<file path="config.mk">
export PLATFORM = sky130hd
export DESIGN_NAME = store_lane_gen
export DESIGN_NICKNAME = d
export VERILOG_FILES = /design/src/rtl/slg_pkg.sv /design/src/rtl/slg_lane_decode.sv /design/src/rtl/slg_data_steer.sv /design/src/rtl/slg_out_stage.sv /design/src/rtl/store_lane_gen.sv
export SDC_FILE = /design/constraint.sdc
export NUM_CORES = 1
export LEC_CHECK = 0
export BUFFER_PORTS_ARGS = -buffer_cell sky130_fd_sc_hd__buf_2
export CAP_MARGIN = 10
export CORE_ASPECT_RATIO = 0.6
export CORE_MARGIN = 5
export CORE_UTILIZATION = 40
export DETAILED_ROUTE_END_ITERATION = 16
export GPL_ROUTABILITY_DRIVEN = 0
export PLACE_DENSITY = 0.71
export SYNTH_ARGS = -nofsm -noshare
export SYNTH_HDL_FRONTEND = slang
export SYNTH_SLANG_ARGS = --single-unit
export TNS_END_PERCENT = 50
</file>
<file path="constraint.sdc">
create_clock -name clk -period 2.4 [get_ports clk]
set_input_delay 0.48 -clock clk [delete_from_list [all_inputs] [get_ports clk]]
set_output_delay 0.48 -clock clk [all_outputs]
set_load 0.1 [all_outputs]
</file>
<file path="src/rtl/slg_pkg.sv">
package slg_pkg;
  typedef enum logic {
    VAR_BEGIN = 1'b0,
    VAR_END   = 1'b1
  } store_var_e;
endpackage

</file>
<file path="src/rtl/slg_lane_decode.sv">
module slg_lane_decode
  import slg_pkg::*;
#(
  parameter int LANES = 4,
  localparam int OFF_W = $clog2(LANES)
) (
  input  store_var_e       variant,
  input  logic [OFF_W-1:0] offset,
  output logic [LANES-1:0] be,
  output logic             probe
);
  // Mask bit k serves lane LANES-1-k (big-endian: lane 0 is the MSB byte).
  for (genvar k = 0; k < LANES; k++) begin : g_lane
    localparam int LANE = LANES - 1 - k;
    always_comb begin
      if (variant == VAR_END) be[k] = (OFF_W'(LANE) < offset);
      else                    be[k] = (OFF_W'(LANE) >= offset);
    end
  end

  always_comb probe = (variant == VAR_END) && (offset == '0);
endmodule

</file>
<file path="src/rtl/slg_data_steer.sv">
module slg_data_steer #(
  parameter int DATA_W = 32,
  localparam int LANES = DATA_W / 8
) (
  input  logic [DATA_W-1:0] value,
  input  logic [LANES-1:0]  be,
  output logic [DATA_W-1:0] data
);
  // Register bytes keep their position; unwritten lanes are driven to zero.
  for (genvar k = 0; k < LANES; k++) begin : g_byte
    always_comb data[8*k +: 8] = be[k] ? value[8*k +: 8] : 8'h00;
  end
endmodule

</file>
<file path="src/rtl/slg_out_stage.sv">
module slg_out_stage #(
  parameter int ADDR_W = 32,
  parameter int DATA_W = 32,
  localparam int LANES = DATA_W / 8
) (
  input  logic              clk,
  input  logic              rst_n,
  input  logic              in_valid,
  output logic              in_ready,
  input  logic [ADDR_W-1:0] in_addr,
  input  logic [LANES-1:0]  in_be,
  input  logic [DATA_W-1:0] in_data,
  input  logic              in_probe,
  output logic              out_valid,
  input  logic              out_ready,
  output logic [ADDR_W-1:0] out_addr,
  output logic [LANES-1:0]  out_be,
  output logic [DATA_W-1:0] out_data,
  output logic              out_probe
);
  logic              valid_q, valid_d;
  logic              load;
  logic [ADDR_W-1:0] addr_q;
  logic [LANES-1:0]  be_q;
  logic [DATA_W-1:0] data_q;
  logic              probe_q;

  always_comb begin
    in_ready = !valid_q || out_ready;
    load     = in_valid && in_ready;
    valid_d  = valid_q;
    if (load)           valid_d = 1'b1;
    else if (out_ready) valid_d = 1'b0;
  end

  always_ff @(posedge clk or negedge rst_n) begin
    if (!rst_n) valid_q <= 1'b0;
    else        valid_q <= valid_d;
  end

  always_ff @(posedge clk or negedge rst_n) begin
    if (!rst_n) begin
      addr_q  <= '0;
      be_q    <= '0;
      data_q  <= '0;
      probe_q <= 1'b0;
    end else if (load) begin
      addr_q  <= in_addr;
      be_q    <= in_be;
      data_q  <= in_data;
      probe_q <= in_probe;
    end
  end

  assign out_valid = valid_q;
  assign out_addr  = addr_q;
  assign out_be    = be_q;
  assign out_data  = data_q;
  assign out_probe = probe_q;

  a_r10_hold_stable: assert property (@(posedge clk) disable iff (!rst_n)
    out_valid && !out_ready |=> out_valid && $stable(out_addr) && $stable(out_be)
                                && $stable(out_data) && $stable(out_probe));
  a_r10_stall_blocks: assert property (@(posedge clk) disable iff (!rst_n)
    out_valid && !out_ready |-> !in_ready);
  a_r12_accept_issues: assert property (@(posedge clk) disable iff (!rst_n)
    in_valid && in_ready |=> out_valid);
  a_r12_single_beat: assert property (@(posedge clk) disable iff (!rst_n)
    out_valid && out_ready && !(in_valid && in_ready) |=> !out_valid);
endmodule

</file>
<file path="src/rtl/store_lane_gen.sv">
module store_lane_gen
  import slg_pkg::*;
#(
  parameter int ADDR_W = 32,
  parameter int DATA_W = 32,
  localparam int LANES = DATA_W / 8,
  localparam int OFF_W = $clog2(LANES)
) (
  input  logic              clk,
  input  logic              rst_n,
  input  logic              req_valid,
  output logic              req_ready,
  input  logic [ADDR_W-1:0] req_addr,
  input  logic [DATA_W-1:0] req_data,
  input  logic              req_end,
  output logic              wr_valid,
  input  logic              wr_ready,
  output logic [ADDR_W-1:0] wr_addr,
  output logic [LANES-1:0]  wr_be,
  output logic [DATA_W-1:0] wr_data,
  output logic              wr_probe
);
  store_var_e        variant;
  logic [OFF_W-1:0]  offset;
  logic [LANES-1:0]  be_c;
  logic              probe_c;
  logic [DATA_W-1:0] data_c;
  logic [ADDR_W-1:0] addr_c;

  assign variant = store_var_e'(req_end);
  assign offset  = req_addr[OFF_W-1:0];
  assign addr_c  = {req_addr[ADDR_W-1:OFF_W], {OFF_W{1'b0}}};

  slg_lane_decode #(.LANES(LANES)) u_decode (
    .variant (variant),
    .offset  (offset),
    .be      (be_c),
    .probe   (probe_c)
  );

  slg_data_steer #(.DATA_W(DATA_W)) u_steer (
    .value (req_data),
    .be    (be_c),
    .data  (data_c)
  );

  slg_out_stage #(.ADDR_W(ADDR_W), .DATA_W(DATA_W)) u_out (
    .clk       (clk),
    .rst_n     (rst_n),
    .in_valid  (req_valid),
    .in_ready  (req_ready),
    .in_addr   (addr_c),
    .in_be     (be_c),
    .in_data   (data_c),
    .in_probe  (probe_c),
    .out_valid (wr_valid),
    .out_ready (wr_ready),
    .out_addr  (wr_addr),
    .out_be    (wr_be),
    .out_data  (wr_data),
    .out_probe (wr_probe)
  );

  a_r8_probe_no_lanes: assert property (@(posedge clk) disable iff (!rst_n)
    wr_valid && wr_probe |-> wr_be == '0 && wr_data == '0);
  a_r8_write_has_lanes: assert property (@(posedge clk) disable iff (!rst_n)
    wr_valid && !wr_probe |-> wr_be != '0);
  a_r9_aligned: assert property (@(posedge clk) disable iff (!rst_n)
    req_valid && req_ready |=> wr_addr[OFF_W-1:0] == '0);
  a_r11_idle_ready: assert property (@(posedge clk) disable iff (!rst_n)
    !wr_valid |-> req_ready);
endmodule

</file>
==> impl_metrics.csv, run 1 <==
group,metric,value,unit
synth,synthArstFlopShare,1.00,
detailed_routing,via_per_inst,4.79,
power,pwr-share-clk,0.306,
die,coreArea,6680,um^2
power,finalPower,4.37,mW
detailed_routing,drtPass1Iterations,5,
clock_network,clockBufferDepth,2,
global_routing,track_usage,0.153,
synth,synth-seq-area-share,0.620,
global_routing,antenna_found_initial,0,
die,fp-row-count,23,
critical_path,arrival,1.30,ns
synth,ys.flop_type,"dfrtp_1",
power,p_leak,2.00,nW
synth,netlist_area,2750,um^2
clock_network,worstSkewPairLatency,0.31,ns
critical_path,path_max_fanout,3,
synth,synth_edf_count,0,
synth,avgSynthCellArea,14.0,um^2
detailed_routing,routed_wl,6630,um
timing,hold_ws,0.203,ns
timing,final.min_clock_period,1.78,ns
placed_design,dp_hpwl,4690,um
critical_path,critPathLaunchType,"flip-flop",
flow_run,maxCapViolCount,0,
placed_design,dp.cells,410,
timing,max_clock_freq,563,MHz
synth,synth_most_common_cell,"dfrtp_1",
synth,synth_area_leader_cell,"dfrtp_1",
timing,relSlewSlack,0.557,
final_layout,layout-drive-gt1-share,0.522,
status,outcome,"complete, no violations",
synth,synth-seq-cells,68,
detailed_routing,ant_nets,0,
power,comb_power_share,0.379,
synth,synth_commonest_cells,"dfrtp_1, o21ai_0, mux2_1",
clock_network,clkSinkCount,68,
clock_network,h-tree-depth,3,
detailed_routing,drcViolationCount,0,
final_layout,area_delta_synth_final,38.3,%
final_layout,final_cells,424,
timing,drv_slew,0,
min_path,worstHoldPathType,"input pin to asynchronous set/reset pin",
die,initial_core_util,0.411,
synth,synth_area_leaders,"dfrtp_1, mux2_4, mux2_1",
synth,syn_inst,196,
global_routing,grt_pass1_wl,10200,um
final_layout,fillCellCount,547,
timing,setup_violations,0,
clock_network,cts_setup_buffers,0,
die,die_area,8670,um^2
clock_network,cts_root_buffer,"clkbuf_16",
global_routing,grt_max_degree,68,
die,ioPinCount,140,
timing,period_share,0.740,
timing,tightest_slew,0.664,ns
power,peakVddDrop,0.000666,V
timing,finalSetupTns,0,ns
critical_path,crit_path_end_kind,"output port",
timing,final-hold-violation-count,0,
clock_network,clk_pin_slew_worst_paths,0.05,ns
clock_network,ctsResizeCount,0,
critical_path,crit_type,"flip-flop to output port",
detailed_routing,wl_per_cell,15.6,um
synth,ys_warn_count,0,
clock_network,tritoncts,"built",
timing,grt_setup_unrepaired,"false",
power,p_sw,1.88,mW
power,intPower,2.49,mW
clock_network,numCtsBuffers,9,
final_layout,antenna_cells,0,
placed_design,place_ws,0.717,ns
final_layout,nets,404,
critical_path,required,1.92,ns
critical_path,cp-startpoint,"u_out.out_valid",
critical_path,reg2reg_from,"u_out.out_valid",
power,p_seq_frac,0.315,
clock_network,hold_buffers,0,
placed_design,io_buffers,137,
power,p_sw_frac,0.431,
die,dieWidth,117,um
power,power_density,1150,nW/um^2
synth,yosysUniqueCellTypes,25,
timing,fin_worst_skew,0.00572,ns
global_routing,grt-ovfl-total,0,
detailed_routing,drt_first_iter_violations,159,
global_routing,grt_pass1_vias,2056,
timing,fin_ws,0.625,ns
die,fp.dieH,74.2,um
synth,synth_top_area_frac,0.620,
detailed_routing,vias,2032,
-- worst paths after layout --
check	endpoint	slack, ns	cells past startpoint
min	u_out.out_addr[2]	0.20	2
max reg2reg	u_out.out_addr[21]	0.97	5
min in group clk	u_out.out_addr[23]	0.37	2
max in group asynchronous	u_out.out_data[21]	1.85	2
max	req_ready	0.62	3
min reg2reg	u_out.out_be[1]	0.48	1
-- critical path, cell delays in order, from the launching register on --
cell and delay [ns]:
dfrtp_1 0.37, nor2b_4 0.13, inv_2 0.06, buf_2 0.42
-- state kept, by name (all words and copies together) (netlist names) --
name,cells
u_out.out_addr,30
u_out.out_be,4
u_out.out_valid,1
u_out.out_probe,1
u_out.out_data,32
-- power by group through the flow --
stage	registers, mW	logic [mW]	clock network (mW)
2_1_floorplan	2.51	0.248	0
3_3_place_gp	1.40	1.65	0
3_5_place_dp	1.39	1.67	0
4_1_cts	1.38	1.67	1.38
5_1_grt	1.39	1.71	1.43
6_report	1.38	1.65	1.33
-- metal layers --
metal | part of all wire | up-vias | global-route usage
met5 | 0 | - | 0
li1 | - | 965 | -
met3 | 0.088 | 5 | 0.0528
met2 | 0.44 | 81 | 0.231
met1 | 0.46 | 981 | 0.207
met4 | 0.010 | 0 | 0.0560
-- metrics by stage --
| stage | area [um^2] | utilization |
|---|---|---|
| 2_1_floorplan | 2750 | - |
| 3_3_place_gp | 3490 | 0.522 |
| 3_5_place_dp | 3490 | 0.522 |
| 4_1_cts | 3800 | 0.569 |
| 5_1_grt | 3800 | 0.569 |
| 6_report | 3800 | 0.569 |
-- cells in the final DEF (no fill, tap or decap), drive strengths merged --
cell type	netlist	routed
clkbuf	3	13
nor3	1	1
buf	12	141
ha	1	1
nor2b	1	1
o21ai	34	34
a22o	16	16
nand3	1	1
bufinv	0	1
dfrtp	68	68
nand2b	8	8
a211oi	1	1
xor2	1	1
a21o	3	3
conb	1	2
nand2	10	10
nor2	1	1
mux2	32	32
inv	2	2
-- cells by family after synthesis --
group                      synth area share
muxes                                 0.152
other                               0.00137
DFF                                   0.620
xor gates and xnor gates            0.00319
AOI/OAI and AO/OA                     0.129
and+or+nand+nor                      0.0515
adders and majority gates           0.00456
buffers and inverters                0.0392
-- area by class of cell --
class / count / area (um^2) / area share
clock inverter: 1 / 30.0 / 0.00791
tap: 87 / 109 / 0.0287
multi-input combinational: 112 / 940 / 0.248
inverter: 2 / 7.51 / 0.00198
timing repair buffer: 141 / 728 / 0.192
clock buffer: 13 / 280 / 0.0738
sequential: 68 / 1700 / 0.448
(Power assumes the default switching activity.)
==> run 2: changes to the inputs <==
--- a/config.mk
+++ b/config.mk
@@ -12,7 +12,7 @@
 export CORE_UTILIZATION = 40
 export DETAILED_ROUTE_END_ITERATION = 16
 export GPL_ROUTABILITY_DRIVEN = 0
-export PLACE_DENSITY = 0.71
+export PLACE_DENSITY = 0.74
 export SYNTH_ARGS = -nofsm -noshare
 export SYNTH_HDL_FRONTEND = slang
 export SYNTH_SLANG_ARGS = --single-unit
==> constraint.sdc (replaced) <==
create_clock -name clk -period 1.63 [get_ports clk]
set_input_delay 0.326 -clock clk [delete_from_list [all_inputs] [get_ports clk]]
set_output_delay 0.326 -clock clk [all_outputs]
set_load 0.1 [all_outputs]
==> run 2 against run 1 <==
Combinational power increased by 50%; design area rose by 1.6%; global-route usage up 0.45 points.
==> impl_metrics.csv, run 2 (synthesis results as in run 1) <==
group,metric,value,unit
status,outcome,"complete, no violations",
critical_path,timing.critical_path.cells,"nor2b_4 > inv_8 > buf_12",
placed_design,place_ws,0.162,ns
global_routing,grt_max_degree,69,
die,fp-row-count,23,
global_routing,use_met1,0.220,
critical_path,critPathLaunchType,"flip-flop",
timing,drv_slew,0,
power,p_seq_frac,0.318,
clock_network,h-tree-depth,3,
global_routing,grtUsageMet2,0.232,
clock_network,clockBufferDepth,2,
detailed_routing,drt_first_iter_violations,158,
die,die_area,8670,um^2
power,p_leak,2.02,nW
clock_network,tritoncts,"built",
timing,period_share,0.905,
die,dieWidth,117,um
detailed_routing,drtPass1Iterations,5,
final_layout,layout_common_cells,"buf_2, dfrtp_1, o21ai_0, mux2_1, a22o_1",
timing,finalSetupTns,0,ns
clock_network,hold_buffers,0,
power,finalPower,6.39,mW
timing,final-hold-violation-count,0,
timing,final.min_clock_period,1.48,ns
die,initial_core_util,0.411,
timing,max_clock_freq,678,MHz
critical_path,max_stage_delay,0.46,ns
placed_design,io_buffers,137,
critical_path,path_buf_inv,2,
critical_path,cp_slowest_cell,"dfrtp_4",
final_layout,area_delta_synth_final,40.5,%
timing,fin_worst_skew,0.00393,ns
final_layout,largest_reg_flops,32,
clock_network,cts_root_buffer,"clkbuf_16",
timing,fin_ws,0.154,ns
detailed_routing,vias,2110,
power,comb_power_share,0.387,
final_layout,layout_commonest_cell,"buf_2",
critical_path,path_max_fanout,3,
power,p_sw,2.83,mW
final_layout,layout-drive-gt1-share,0.531,
critical_path,cp_top_family,"flip-flops",
critical_path,crit_path_end_kind,"output port",
final_layout,nets,407,
global_routing,track_usage,0.158,
timing,setup_violations,0,
power,pwr-share-clk,0.295,
global_routing,grt-ovfl-total,0,
power,peakVddDrop,0.000980,V
die,ioPinCount,140,
power,p_sw_frac,0.443,
clock_network,cts_setup_buffers,0,
die,fp.dieH,74.2,um
final_layout,antenna_cells,0,
global_routing,grtUsageMet3,0.0618,
power,intPower,3.56,mW
critical_path,required,1.30,ns
detailed_routing,via_per_inst,4.93,
placed_design,dp_hpwl,4990,um
detailed_routing,routed_wl,6820,um
global_routing,top_usage_layer,"met2",
clock_network,ctsResizeCount,0,
power,power_density,1660,nW/um^2
timing,grt_setup_unrepaired,"false",
clock_network,clk_pin_slew_worst_paths,0.05,ns
global_routing,grt_pass1_wl,10500,um
detailed_routing,ant_nets,0,
critical_path,arrival,1.15,ns
flow_run,maxCapViolCount,0,
min_path,worstHoldPathType,"input pin to asynchronous set/reset pin",
final_layout,fin_util,0.578,
clock_network,worstSkewPairLatency,0.32,ns
die,coreArea,6680,um^2
critical_path,crit_type,"flip-flop to output port",
detailed_routing,drcViolationCount,0,
global_routing,grt_pass1_vias,2099,
global_routing,antenna_found_initial,0,
clock_network,clkSinkCount,68,
clock_network,numCtsBuffers,9,
final_layout,fillCellCount,574,
timing,hold_ws,0.0218,ns
detailed_routing,wl_per_cell,15.9,um
-- run 2: per-layer routing --
| metal | vias to the layer above | wire length (um) |
|---|---|---|
| met1 | 1027 | 3050 |
| met3 | 7 | 777 |
| met5 | - | 0 |
| met2 | 110 | 2930 |
| li1 | 966 | - |
| met4 | 0 | 71 |
-- run 2: cell type report --
class	instances	area, um^2	area share
clock inverter	5	52.6	0.0136
tap	87	109	0.0282
timing repair buffer	144	791	0.205
sequential	68	1710	0.442
multi-input combinational	112	945	0.245
inverter	2	15.0	0.00389
clock buffer	10	239	0.0620
-- run 2: per-stage QoR --
step	instance area [um^2]	instances
global placement	3560	413
finish	3860	428
detailed placement	3560	413
global route	3860	428
floorplan	2770	197
CTS	3860	428
-- run 2: path summary, 6_finish.rpt --
| path | cells after the start | to | slack (ns) | from |
|---|---|---|---|---|
| min in group clk | 2 | u_out.out_addr[21] | 0.22 | req_addr[21] |
| hold / removal | 2 | u_out.out_addr[24] | 0.02 | rst_n |
| hold reg to reg | 1 | u_out.out_be[2] | 0.48 | u_out.out_be[2] |
| max in group asynchronous | 2 | u_out.out_valid | 1.27 | rst_n |
| setup / recovery | 3 | req_ready | 0.15 | u_out.out_valid |
| setup reg to reg | 4 | u_out.out_data[9] | 0.18 | u_out.out_valid |
-- run 2: power groups by stage --
stage / Combinational, mW / Sequential, mW / Clock, mW
2_1_floorplan: 0.370 / 3.70 / 0
3_3_place_gp: 2.47 / 2.05 / 0
3_5_place_dp: 2.49 / 2.05 / 0
4_1_cts: 2.49 / 2.03 / 1.93
5_1_grt: 2.55 / 2.06 / 2.02
6_report: 2.47 / 2.03 / 1.88
==> run 3: changes to the inputs <==
--- a/config.mk
+++ b/config.mk
@@ -7,9 +7,11 @@
 export LEC_CHECK = 0
 export BUFFER_PORTS_ARGS = -buffer_cell sky130_fd_sc_hd__buf_2
 export CAP_MARGIN = 10
+export CELL_PAD_IN_SITES_DETAIL_PLACEMENT = 1
+export CELL_PAD_IN_SITES_GLOBAL_PLACEMENT = 2
 export CORE_ASPECT_RATIO = 0.6
 export CORE_MARGIN = 5
-export CORE_UTILIZATION = 40
+export CORE_UTILIZATION = 25
 export DETAILED_ROUTE_END_ITERATION = 16
 export GPL_ROUTABILITY_DRIVEN = 0
 export PLACE_DENSITY = 0.74
==> run 3 against run 2 <==
Sequential power hardly changed; total power is 0.58% higher; via count is 0.47% lower; combinational power hardly changed; worst hold slack better by 0.19 ns; fmax is 0.84% lower; clock power hardly changed; cell count is 12% higher; worst setup slack worse by 0.013 ns; utilization is 21 points lower; largest power group unchanged.
==> impl_metrics.csv, run 3 (synthesis results as in run 1) <==
group,metric,value,unit
timing,final-hold-violation-count,0,
critical_path,path_max_fanout,30,
timing,relSlewSlack,0.662,
placed_design,dp_hpwl,6130,um
placed_design,place_area,3630,um^2
critical_path,required,1.83,ns
timing,tightest_slew,0.510,ns
placed_design,dp.cells,465,
global_routing,track_usage,0.128,
placed_design,place_ws,0.106,ns
clock_network,hold_buffers,1,
critical_path,cp-startpoint,"u_out.out_valid",
clock_network,h-tree-depth,3,
final_layout,layout_common_cells,"buf_2, dfrtp_1, o21ai_0, mux2_1, a22o_1",
power,peakVddDrop,0.000661,V
clock_network,clk_pin_slew_worst_paths,0.05,ns
final_layout,fin_area,3940,um^2
critical_path,crit_path_end_kind,"flip-flop",
timing,fin_ws,0.142,ns
final_layout,layout_commonest_cell,"buf_2",
detailed_routing,drtPass1Iterations,4,
critical_path,endpoint,"u_out.out_addr[17]",
critical_path,critPathLaunchType,"flip-flop",
critical_path,reg2reg_from,"u_out.out_valid",
critical_path,r2r_slack,0.14,ns
final_layout,nets,408,
final_layout,layout-drive-gt1-share,0.526,
clock_network,ctsResizeCount,0,
placed_design,io_buffers,137,
detailed_routing,ant_nets,0,
timing,period_share,0.913,
clock_network,numCtsBuffers,9,
final_layout,fin_util,0.370,
power,power_density,1630,nW/um^2
die,fp.dieH,91.2,um
die,dieWidth,145,um
global_routing,antenna_found_initial,0,
critical_path,timing.rr.end,"u_out.out_addr[17]",
die,initial_core_util,0.258,
die,fp-row-count,29,
clock_network,clkSinkCount,68,
timing,max_clock_freq,672,MHz
detailed_routing,drt_first_iter_violations,79,
clock_network,tritoncts,"built",
timing,fin_worst_skew,0.00495,ns
global_routing,grt_pass1_vias,2428,
detailed_routing,via_per_inst,4.37,
timing,finalSetupTns,0,ns
final_layout,largest_reg_flops,32,
clock_network,worstSkewPairLatency,0.32,ns
global_routing,grt_pass1_wl,13600,um
die,coreArea,10600,um^2
flow_run,maxCapViolCount,0,
global_routing,grt-ovfl-total,0,
critical_path,crit_type,"flip-flop to flip-flop",
min_path,worstHoldPathType,"input pin to flip-flop",
die,ioPinCount,140,
timing,grt_setup_unrepaired,"false",
detailed_routing,wl_per_cell,16.5,um
final_layout,area_delta_synth_final,43.3,%
detailed_routing,vias,2100,
die,die_area,13200,um^2
clock_network,cts_setup_buffers,0,
power,finalPower,6.42,mW
clock_network,cts_root_buffer,"clkbuf_16",
final_layout,final_cells,481,
final_layout,antenna_cells,0,
timing,drv_slew,0,
timing,final.min_clock_period,1.49,ns
power,p_leak,2.02,nW
status,outcome,"complete, no violations",
clock_network,clockBufferDepth,2,
global_routing,grt_max_degree,37,
detailed_routing,drcViolationCount,0,
critical_path,arrival,1.69,ns
timing,setup_violations,0,
critical_path,rr_worst_depth,5,
timing,hold_ws,0.212,ns
final_layout,fillCellCount,1214,
detailed_routing,routed_wl,7950,um
-- run 3: cell count changes in the layout (fill, tap and decap cells not counted), sizes merged --
| cell | change |
|---|---|
| dlygate4sd3 | +1 |
| clkinvlp | +1 |
| clkinv | -2 |
| clkbuf | +1 |
-- run 3: worst min path at each step --
stage | from | endpoint | cells after the start
3_3_place_gp | rst_n | u_out.out_addr[22] | 1
4_1_cts | req_addr[20] | u_out.out_addr[20] | 2
2_1_floorplan | rst_n | u_out.out_addr[10] | 0
5_1_grt | req_addr[28] | u_out.out_addr[28] | 2
6_report | req_addr[28] | u_out.out_addr[28] | 2
3_5_place_dp | rst_n | u_out.out_addr[22] | 1
-- run 3: area by class of cell --
type / instances / area, um^2 / share of cell area
Clock buffer: 11 / 243 / 0.0617
Clock inverter: 4 / 50.0 / 0.0127
Inverter: 2 / 15.0 / 0.00382
Multi-Input combinational cell: 112 / 945 / 0.240
Sequential cell: 68 / 1710 / 0.433
Tap cell: 139 / 174 / 0.0442
Timing Repair Buffer: 145 / 803 / 0.204
-- run 3: power by group --
part / switching [mW] / internal, mW / leakage [nW]
clock network: 0.683 / 1.21 / 0.138
registers: 0.125 / 1.91 / 0.842
logic: 2.05 / 0.438 / 1.04
total: 2.86 / 3.57 / 2.02
-- run 3: metal layers --
| layer | vias up | track usage | part of all wire |
|---|---|---|---|
| li1 | 965 | - | - |
| met1 | 1043 | 0.163 | 0.46 |
| met2 | 85 | 0.201 | 0.46 |
| met3 | 7 | 0.0527 | 0.074 |
| met4 | 0 | 0.0349 | 0.012 |
| met5 | - | 0 | 0 |
-- run 3: critical path: stages (launching register included) --
cell and delay (ns):
dfrtp_4 0.40, nor2b_4 0.20, inv_8 0.05, nand2_4 0.13
buf_12 0.20, mux2_1 0.35
